===== config.mk =====
export PLATFORM = sky130hd
export DESIGN_NAME = card_presence_monitor
export DESIGN_NICKNAME = d
export VERILOG_FILES = /design/src/rtl/cpm_pkg.sv /design/src/rtl/cpm_sync.sv /design/src/rtl/cpm_debounce.sv /design/src/rtl/cpm_evt_flags.sv /design/src/rtl/card_presence_monitor.sv
export SDC_FILE = /design/constraint.sdc
export NUM_CORES = 1
export LEC_CHECK = 0
export BUFFER_PORTS_ARGS = -buffer_cell sky130_fd_sc_hd__buf_4
export CAP_MARGIN = 5
export CORE_MARGIN = 5
export CORE_UTILIZATION = 30
export CTS_CLUSTER_DIAMETER = 30
export DETAILED_ROUTE_END_ITERATION = 7
export PLACE_DENSITY_LB_ADDON = 0.2
export SLEW_MARGIN = 25
export SYNTH_ARGS = -nofsm -noshare
export SYNTH_HDL_FRONTEND = slang
export SYNTH_SLANG_ARGS = --single-unit

===== constraint.sdc =====
create_clock -name clk -period 1.55 [get_ports clk]
set_input_delay 0.31 -clock clk [delete_from_list [all_inputs] [get_ports clk]]
set_output_delay 0.31 -clock clk [all_outputs]
set_load 0.05 [all_outputs]

===== src/rtl/cpm_pkg.sv =====
package cpm_pkg;
  localparam int NUM_EVT = 2;
  localparam int EVT_INS = 0;
  localparam int EVT_REM = 1;
  typedef logic [NUM_EVT-1:0] evt_vec_t;
endpackage


===== src/rtl/cpm_sync.sv =====
module cpm_sync #(
  parameter int   STAGES    = 2,
  parameter logic RESET_VAL = 1'b1
) (
  input  logic clk,
  input  logic rst_n,
  input  logic d,
  output logic q
);
  logic [STAGES-1:0] chain;

  genvar g;
  generate
    for (g = 0; g < STAGES; g++) begin : g_stage
      always_ff @(posedge clk or negedge rst_n) begin
        if (!rst_n) chain[g] <= RESET_VAL;
        else if (g == 0) chain[g] <= d;
        else chain[g] <= chain[(g == 0) ? 0 : g-1];
      end
    end
  endgenerate

  assign q = chain[STAGES-1];
endmodule


===== src/rtl/cpm_debounce.sv =====
module cpm_debounce #(
  parameter int DEBOUNCE_TICKS = 1000
) (
  input  logic clk,
  input  logic rst_n,
  input  logic tick,
  input  logic level,
  output logic settled,
  output logic accepted,
  output logic rise_pulse,
  output logic fall_pulse
);
  localparam int CW = (DEBOUNCE_TICKS > 1) ? $clog2(DEBOUNCE_TICKS) : 1;
  localparam logic [CW-1:0] LAST = CW'(DEBOUNCE_TICKS - 1);

  logic          cand;
  logic [CW-1:0] cnt;

  always_ff @(posedge clk or negedge rst_n) begin
    if (!rst_n) begin
      cand       <= 1'b0;
      cnt        <= '0;
      settled    <= 1'b0;
      accepted   <= 1'b0;
      rise_pulse <= 1'b0;
      fall_pulse <= 1'b0;
    end else begin
      rise_pulse <= 1'b0;
      fall_pulse <= 1'b0;
      if (level != cand) begin
        cand    <= level;
        cnt     <= '0;
        settled <= 1'b0;
      end else if (tick && !settled) begin
        if (cnt == LAST) begin
          settled <= 1'b1;
          cnt     <= '0;
          if (cand != accepted) begin
            accepted   <= cand;
            rise_pulse <= cand;
            fall_pulse <= !cand;
          end
        end else begin
          cnt <= cnt + 1'b1;
        end
      end
    end
  end
endmodule


===== src/rtl/cpm_evt_flags.sv =====
module cpm_evt_flags
  import cpm_pkg::*;
(
  input  logic     clk,
  input  logic     rst_n,
  input  logic     sw_rst,
  input  evt_vec_t pulse,
  input  evt_vec_t sts_en,
  input  evt_vec_t irq_en,
  input  evt_vec_t clr,
  output evt_vec_t sts,
  output logic     irq
);
  evt_vec_t hit;

  genvar g;
  generate
    for (g = 0; g < NUM_EVT; g++) begin : g_evt
      always_ff @(posedge clk or negedge rst_n) begin
        if (!rst_n)                      sts[g] <= 1'b0;
        else if (sw_rst)                 sts[g] <= 1'b0;
        else if (pulse[g] && sts_en[g])  sts[g] <= 1'b1;
        else if (clr[g])                 sts[g] <= 1'b0;
      end
      assign hit[g] = sts[g] & irq_en[g];
    end
  endgenerate

  assign irq = |hit;
endmodule


===== src/rtl/card_presence_monitor.sv =====
module card_presence_monitor
  import cpm_pkg::*;
#(
  parameter int DEBOUNCE_TICKS = 1000,
  parameter int SYNC_STAGES    = 2
) (
  input  logic clk,
  input  logic rst_n,
  input  logic sw_rst,
  input  logic deb_tick,
  input  logic cd_pin_n,
  input  logic wp_pin,
  input  logic en_sts_ins,
  input  logic en_sts_rem,
  input  logic en_irq_ins,
  input  logic en_irq_rem,
  input  logic clr_ins,
  input  logic clr_rem,
  output logic raw_present,
  output logic stable,
  output logic inserted,
  output logic wp_level,
  output logic sts_ins,
  output logic sts_rem,
  output logic irq
);
  logic     cd_sync_n;
  logic     rise_p, fall_p;
  evt_vec_t pulse_v, sts_en_v, irq_en_v, clr_v, sts_v;

  cpm_sync #(.STAGES(SYNC_STAGES), .RESET_VAL(1'b1)) u_sync (
    .clk(clk), .rst_n(rst_n), .d(cd_pin_n), .q(cd_sync_n)
  );

  assign raw_present = ~cd_sync_n;

  cpm_debounce #(.DEBOUNCE_TICKS(DEBOUNCE_TICKS)) u_deb (
    .clk(clk), .rst_n(rst_n), .tick(deb_tick), .level(raw_present),
    .settled(stable), .accepted(inserted),
    .rise_pulse(rise_p), .fall_pulse(fall_p)
  );

  always_comb begin
    pulse_v           = '0;
    sts_en_v          = '0;
    irq_en_v          = '0;
    clr_v             = '0;
    pulse_v[EVT_INS]  = rise_p;
    pulse_v[EVT_REM]  = fall_p;
    sts_en_v[EVT_INS] = en_sts_ins;
    sts_en_v[EVT_REM] = en_sts_rem;
    irq_en_v[EVT_INS] = en_irq_ins;
    irq_en_v[EVT_REM] = en_irq_rem;
    clr_v[EVT_INS]    = clr_ins;
    clr_v[EVT_REM]    = clr_rem;
  end

  cpm_evt_flags u_evt (
    .clk(clk), .rst_n(rst_n), .sw_rst(sw_rst), .pulse(pulse_v),
    .sts_en(sts_en_v), .irq_en(irq_en_v), .clr(clr_v),
    .sts(sts_v), .irq(irq)
  );

  assign sts_ins  = sts_v[EVT_INS];
  assign sts_rem  = sts_v[EVT_REM];
  assign wp_level = wp_pin;
endmodule


== After elaboration in Yosys (flattened, before gate mapping) ==
Index checks and enable logic that the tools add are counted.

* Memory bits (writable): 0
* Bits of input ports: 12
* Memories kept: 0
* Memory bits (read-only): 0
* Output and inout bits: 7
* Word-level logic and storage cells: 50
* Bits in latches: 0
* Flip-flop bits (word level): 19

* Multiplexer cells: 20
* $lt $le $gt $ge: 0
* Equality and inequality tests: 3
* Reduce and logical (&&, ||, !) cells: 12
* Shift-type cells: 0
* Bitwise gates (word level): 4
* $add $sub $neg: 1
* $mul: 0
* Divide/modulo/power cells: 0

{| class="wikitable"
|+ Operators with widths
! kind !! count
|-
| 10-bit two-way mux || 3
|-
| 1-bit two-way mux || 17
|-
| 10-bit by 1-bit adder with 10-bit output, second input constant || 1
|-
| 10-bit equality test, second input constant || 1
|-
| 3-bit nonzero test || 2
|-
| 4-bit AND reduction || 1
|-
| 2-bit nonzero test || 2
|-
| 1-bit logical AND || 3
|-
| 1-bit AND || 2
|-
| 1-bit zero test || 2
|-
| 1-bit != test || 2
|-
| 1-bit NOT || 2
|-
| 2-bit AND reduction || 1
|-
| 2-bit OR reduction || 1
|}

== Logic depth before layout (Yosys ltp) ==
* Depth after elaboration: 5
* Gate-level depth with buffers: 5
* Depth with buffers taken out: 5

== Hierarchy ==
A second synthesis with hierarchy kept.

* Cells, all modules: 88
* Area, all modules: 957.2 µm²

{| class="wikitable"
|+ Modules (own cells, without submodules)
! module !! seq. area each (µm²) !! cells an instance !! instances !! area each (µm²)
|-
| cpm_debounce || 375.4 || 75 || 1 || 804.5
|-
| cpm_evt_flags || 50.0 || 9 || 1 || 88.8
|-
| cpm_sync || 52.6 || 2 || 1 || 52.6
|-
| card_presence_monitor || 0.0 || 2 || 1 || 11.3
|}

== Worst setup path after synthesis ==
OpenSTA, ideal clock, no wires.

* Kind: register to register
* Start point: reg u_deb.accepted
* End point: reg u_deb.accepted
* Clock period less this slack: 1,782 ps
* Library setup time: 87 ps
* Cell stages (with the launch flop): 5
* Buffers on the path: 0
* Arrival: 1,695 ps
* Path slack: -232 ps
* Data required time: 1,463 ps
* Path through: dfrtp_1 -> inv_1 -> ha_1 -> or4_1 -> a22oi_1

* Longest elaborated chain between the ends: 2

{| class="wikitable"
|+ Ends and longest elaborated chain
! what !! line !! source
|-
| start: declaration || cpm_debounce.sv:9 || <nowiki>output logic accepted,</nowiki>
|-
| start signal: assignment || cpm_debounce.sv:39 || <nowiki>accepted <= cand;</nowiki>
|-
| 1-bit != test || cpm_debounce.sv:38 || <nowiki>if (cand != accepted) begin</nowiki>
|-
| 4-bit AND reduction (no line) || - ||
|}

Every way passes these cells.
A chain may end at the register's enable or synchronous reset.

== Worst setup path in the final report ==
* Start point: reg u_sync.chain[1] (netlist: u_sync.q)
* End point: reg u_deb.cnt[7]

* Longest elaborated chain between the ends: 3
* Elaborated cells between the ends (all ways): 4
* Classes of those cells: eq/ne: 1; mux: 1; bitwise: 1; reduce/logical: 1

{| class="wikitable"
|+ Ends and longest elaborated chain
! what !! line !! source
|-
| start: declaration || cpm_sync.sv:10 || <nowiki>logic [STAGES-1:0] chain;</nowiki>
|-
| start signal: indexed assignment || cpm_sync.sv:18 || <nowiki>else chain[g] <= chain[(g == 0) ? 0 : g-1];</nowiki>
|-
| 1-bit NOT (*) || card_presence_monitor.sv:35 || <nowiki>assign raw_present = ~cd_sync_n;</nowiki>
|-
| 1-bit != test (*) || cpm_debounce.sv:30 || <nowiki>if (level != cand) begin</nowiki>
|-
| 10-bit two-way mux or 2-bit nonzero test (tied branches) || - ||
|-
| end signal: assignment || cpm_debounce.sv:44 || <nowiki>cnt <= cnt + 1'b1;</nowiki>
|-
| end: declaration || cpm_debounce.sv:17 || <nowiki>logic [CW-1:0] cnt;</nowiki>
|}

Every way passes the cells marked *; elsewhere a longest branch is shown, timed or not.

==> qor.yml <==
hold_violations: 0
drtIter0Drc: 4
ys_ff_latch: 19
finalCritPeriodShare_pct: 99.70
via_per_inst: 4.773
initial_core_util_pct: 30.67
fp.dieH_microns: 65.18
p_int_uw: 651.2
p_comb_share_pct: 11.9
worstRegToRegCells: 4
finalSetupViolCount: 0
die_x_microns: 65.18
utilization_pct: 42.61
dieArea_sq_um: 4248
crit_chain: "xor2_2 -> a211o_1 -> or3_1 -> a21oi_1"
pin_count: 19
r2r_setup_slack_ns: 0.005
clk_latency_ns: 0.30
p_clk_share_pct: 28.7
status: "finished clean"
yosysSeqAreaShare_pct: 52.33
power_density_nw_per_um2: 688.7
cp_top_family: "flip-flops"
drv_slew: 0
startpoint_type: "register"
syn_nets: 103
final_cell_mix: "30 x buf_4, 14 x dfrtp_1, 8 x nand2_1"
postSynthCellCount: 88
setup_ws_ns: 0.004609
syn2layout_area_growth_pct: 38.90
crit_cells: 4
grt-ovfl-total: 0
end_kind: "register"
synth_area_sq_um: 913.4
crit_type: "register to register"
grt_max_degree: 20
p_leak_nw: 0.5688
drive_above_1_share_pct: 46.28
cts-root-buf: "clkbuf_4"
avgRoutedWirePerCell_microns: 13.08
drtPass1Iterations: 4
slew_headroom_pct: 75.70
synthArstFlopShare_pct: 100.0
clk_path_buf_depth: 2
ant_nets: 0
r2r-start: "u_sync.q$_DFF_PN1_"
cts-buffers-inserted: 3
fin_cells: 154
placed_cells: 143
cts_tree: "done"
critical_path_required_ns: 1.77
rows: 20
crit_fanout: 5
worstHoldEndpoint: "u_sync.chain[0]$_DFF_PN1_"
max-cap-violations: 0
final_common_cell: "buf_4"
grt_util_all_layers_pct: 10.66
crit_path_max_incr_delay_ns: 0.61
ir_drop_v: 0.0003614
core-area_sq_um: 2978
power.total_uw: 873.8
synth_edf_count: 0
wirelength_microns: 2015
tns_ns: 0
arrival_ns: 1.77
insertedDiodeCount: 0
p_sw_uw: 222.6
critPathBufInv: 0
hold_depth: 1
num-nets-final: 137
grt_antenna_before_repair: 0
portBuffers: 16
cts_max_level: 1
place_congestion: 0.7889
pre_cts_slack_ns: -0.04521
synth_area_per_cell_sq_um: 10.38
power_frac_seq_pct: 59.4
clock_sinks: 19
reg2reg_to: "u_deb.cnt[7]$_DFFE_PN0P_"
dp_hpwl_microns: 1409
min_period_ns: 1.545
grt_pass1_wl_microns: 3505
min_path_type: "input port to register"
clock.fmax_ghz: 0.6471
worstMarginPinSlew_ns: 0.3598
clock_skew_ns: 0.01097
grt_pass1_vias: 802
hp-start: "cd_pin_n"
ys.flop_type: "dfrtp_1"
drc: 0
rsz0062_at_grt: "yes"
yosys_warnings: 0
yosysUniqueCellTypes: 31
path_clk_slew_ns: 0.12
route.vias.total: 735
critical-path-slowest-cell: "dfstp_2"
netSwitchingFraction_pct: 25.48
==> synth_stat cells (all sizes together) (2+ instances only) <==
master  instances  area (sq um)
or3             2         12.51
xnor2           5         43.79
and3            3         21.27
nand2           8         30.03
nand2b          3         18.77
a21oi           7         38.79
nor2            8         30.03
ha              3         37.54
a211oi          2         15.01
o21ai           4         20.01
nand3           3         15.01
dfrtp          17         425.4
nand4           2         12.51
xor2            3         33.79
inv             5         18.77
dfstp           2         52.55
==> how the worst max path moves through the flow <==
stage                                      end                       start
floorplan           u_deb.accepted$_DFFE_PN0P_  u_deb.accepted$_DFFE_PN0P_
global placement    u_deb.accepted$_DFFE_PN0P_    u_deb.cnt[4]$_DFFE_PN0P_
detailed placement  u_deb.accepted$_DFFE_PN0P_    u_deb.cnt[4]$_DFFE_PN0P_
CTS                   u_deb.cnt[7]$_DFFE_PN0P_          u_sync.q$_DFF_PN1_
global route          u_deb.cnt[7]$_DFFE_PN0P_          u_sync.q$_DFF_PN1_
finish                u_deb.cnt[7]$_DFFE_PN0P_          u_sync.q$_DFF_PN1_
==> per-layer routing <==
metal	track usage [%]	vias to the layer above	part of all wire (%)
met4	5.440	0	0.89
met2	17.57	15	49
met5	0	-	0
met1	12.88	348	45
li1	-	370	-
met3	2.564	2	5.1
==> kinds of logic after synthesis <==
logic type	after synthesis	share of synthesized area [%]
and+or+nand+nor	32	18.22
AOI/OAI and AO/OA	19	13.56
DFF	19	52.33
xor gates and xnor gates	8	8.494
buffers and inverters	7	3.288
adders and majority gates	3	4.110
==> power groups by stage <==
| stage | registers (mW) | clock network, mW | logic (mW) |
|---|---|---|---|
| floorplan | 0.527 | 0 | 0.0486 |
| global placement | 0.528 | 0 | 0.0944 |
| detailed placement | 0.529 | 0 | 0.0942 |
| CTS | 0.520 | 0.267 | 0.0964 |
| global route | 0.522 | 0.288 | 0.116 |
| finish | 0.519 | 0.251 | 0.104 |
==> stage by stage <==
step                cell area [sq um]  hold slack [ns]
global route                     1269          0.08422
floorplan                       935.9          0.01441
global placement                 1146           0.2054
detailed placement               1146           0.2049
finish                           1269           0.1032
CTS                              1200          0.08950
==> repair_timing <==
| item | CTS | global route |
|---|---|---|
| pin swaps | 0 | 6 |
| gates resized for setup | 1 | 10 |
| buffers inserted | 2 | 4 |
| hold endpoints to repair | 17 | 0 |
| hold buffers | 1 | 0 |
| endpoints found under the setup margin | 2 | 11 |
==> state kept, by name (all words and copies together) (netlist names) <==
signal            flops
u_sync.chain          1
u_deb.rise_pulse      1
u_deb.fall_pulse      1
u_deb.accepted        1
u_evt.sts             2
u_deb.cnt            10
u_deb.settled         1
u_deb.cand            1
u_sync.q              1
==> cell type report <==
class	count	area, sq um
Sequential cell	19	481.7
Tap cell	33	41.29
Clock buffer	3	22.52
Inverter	5	18.77
Fill cell	307	1709
Timing Repair Buffer	31	235.2
Multi-Input combinational cell	62	464.2
Clock inverter	1	5.005
(Power assumes the default switching activity.)
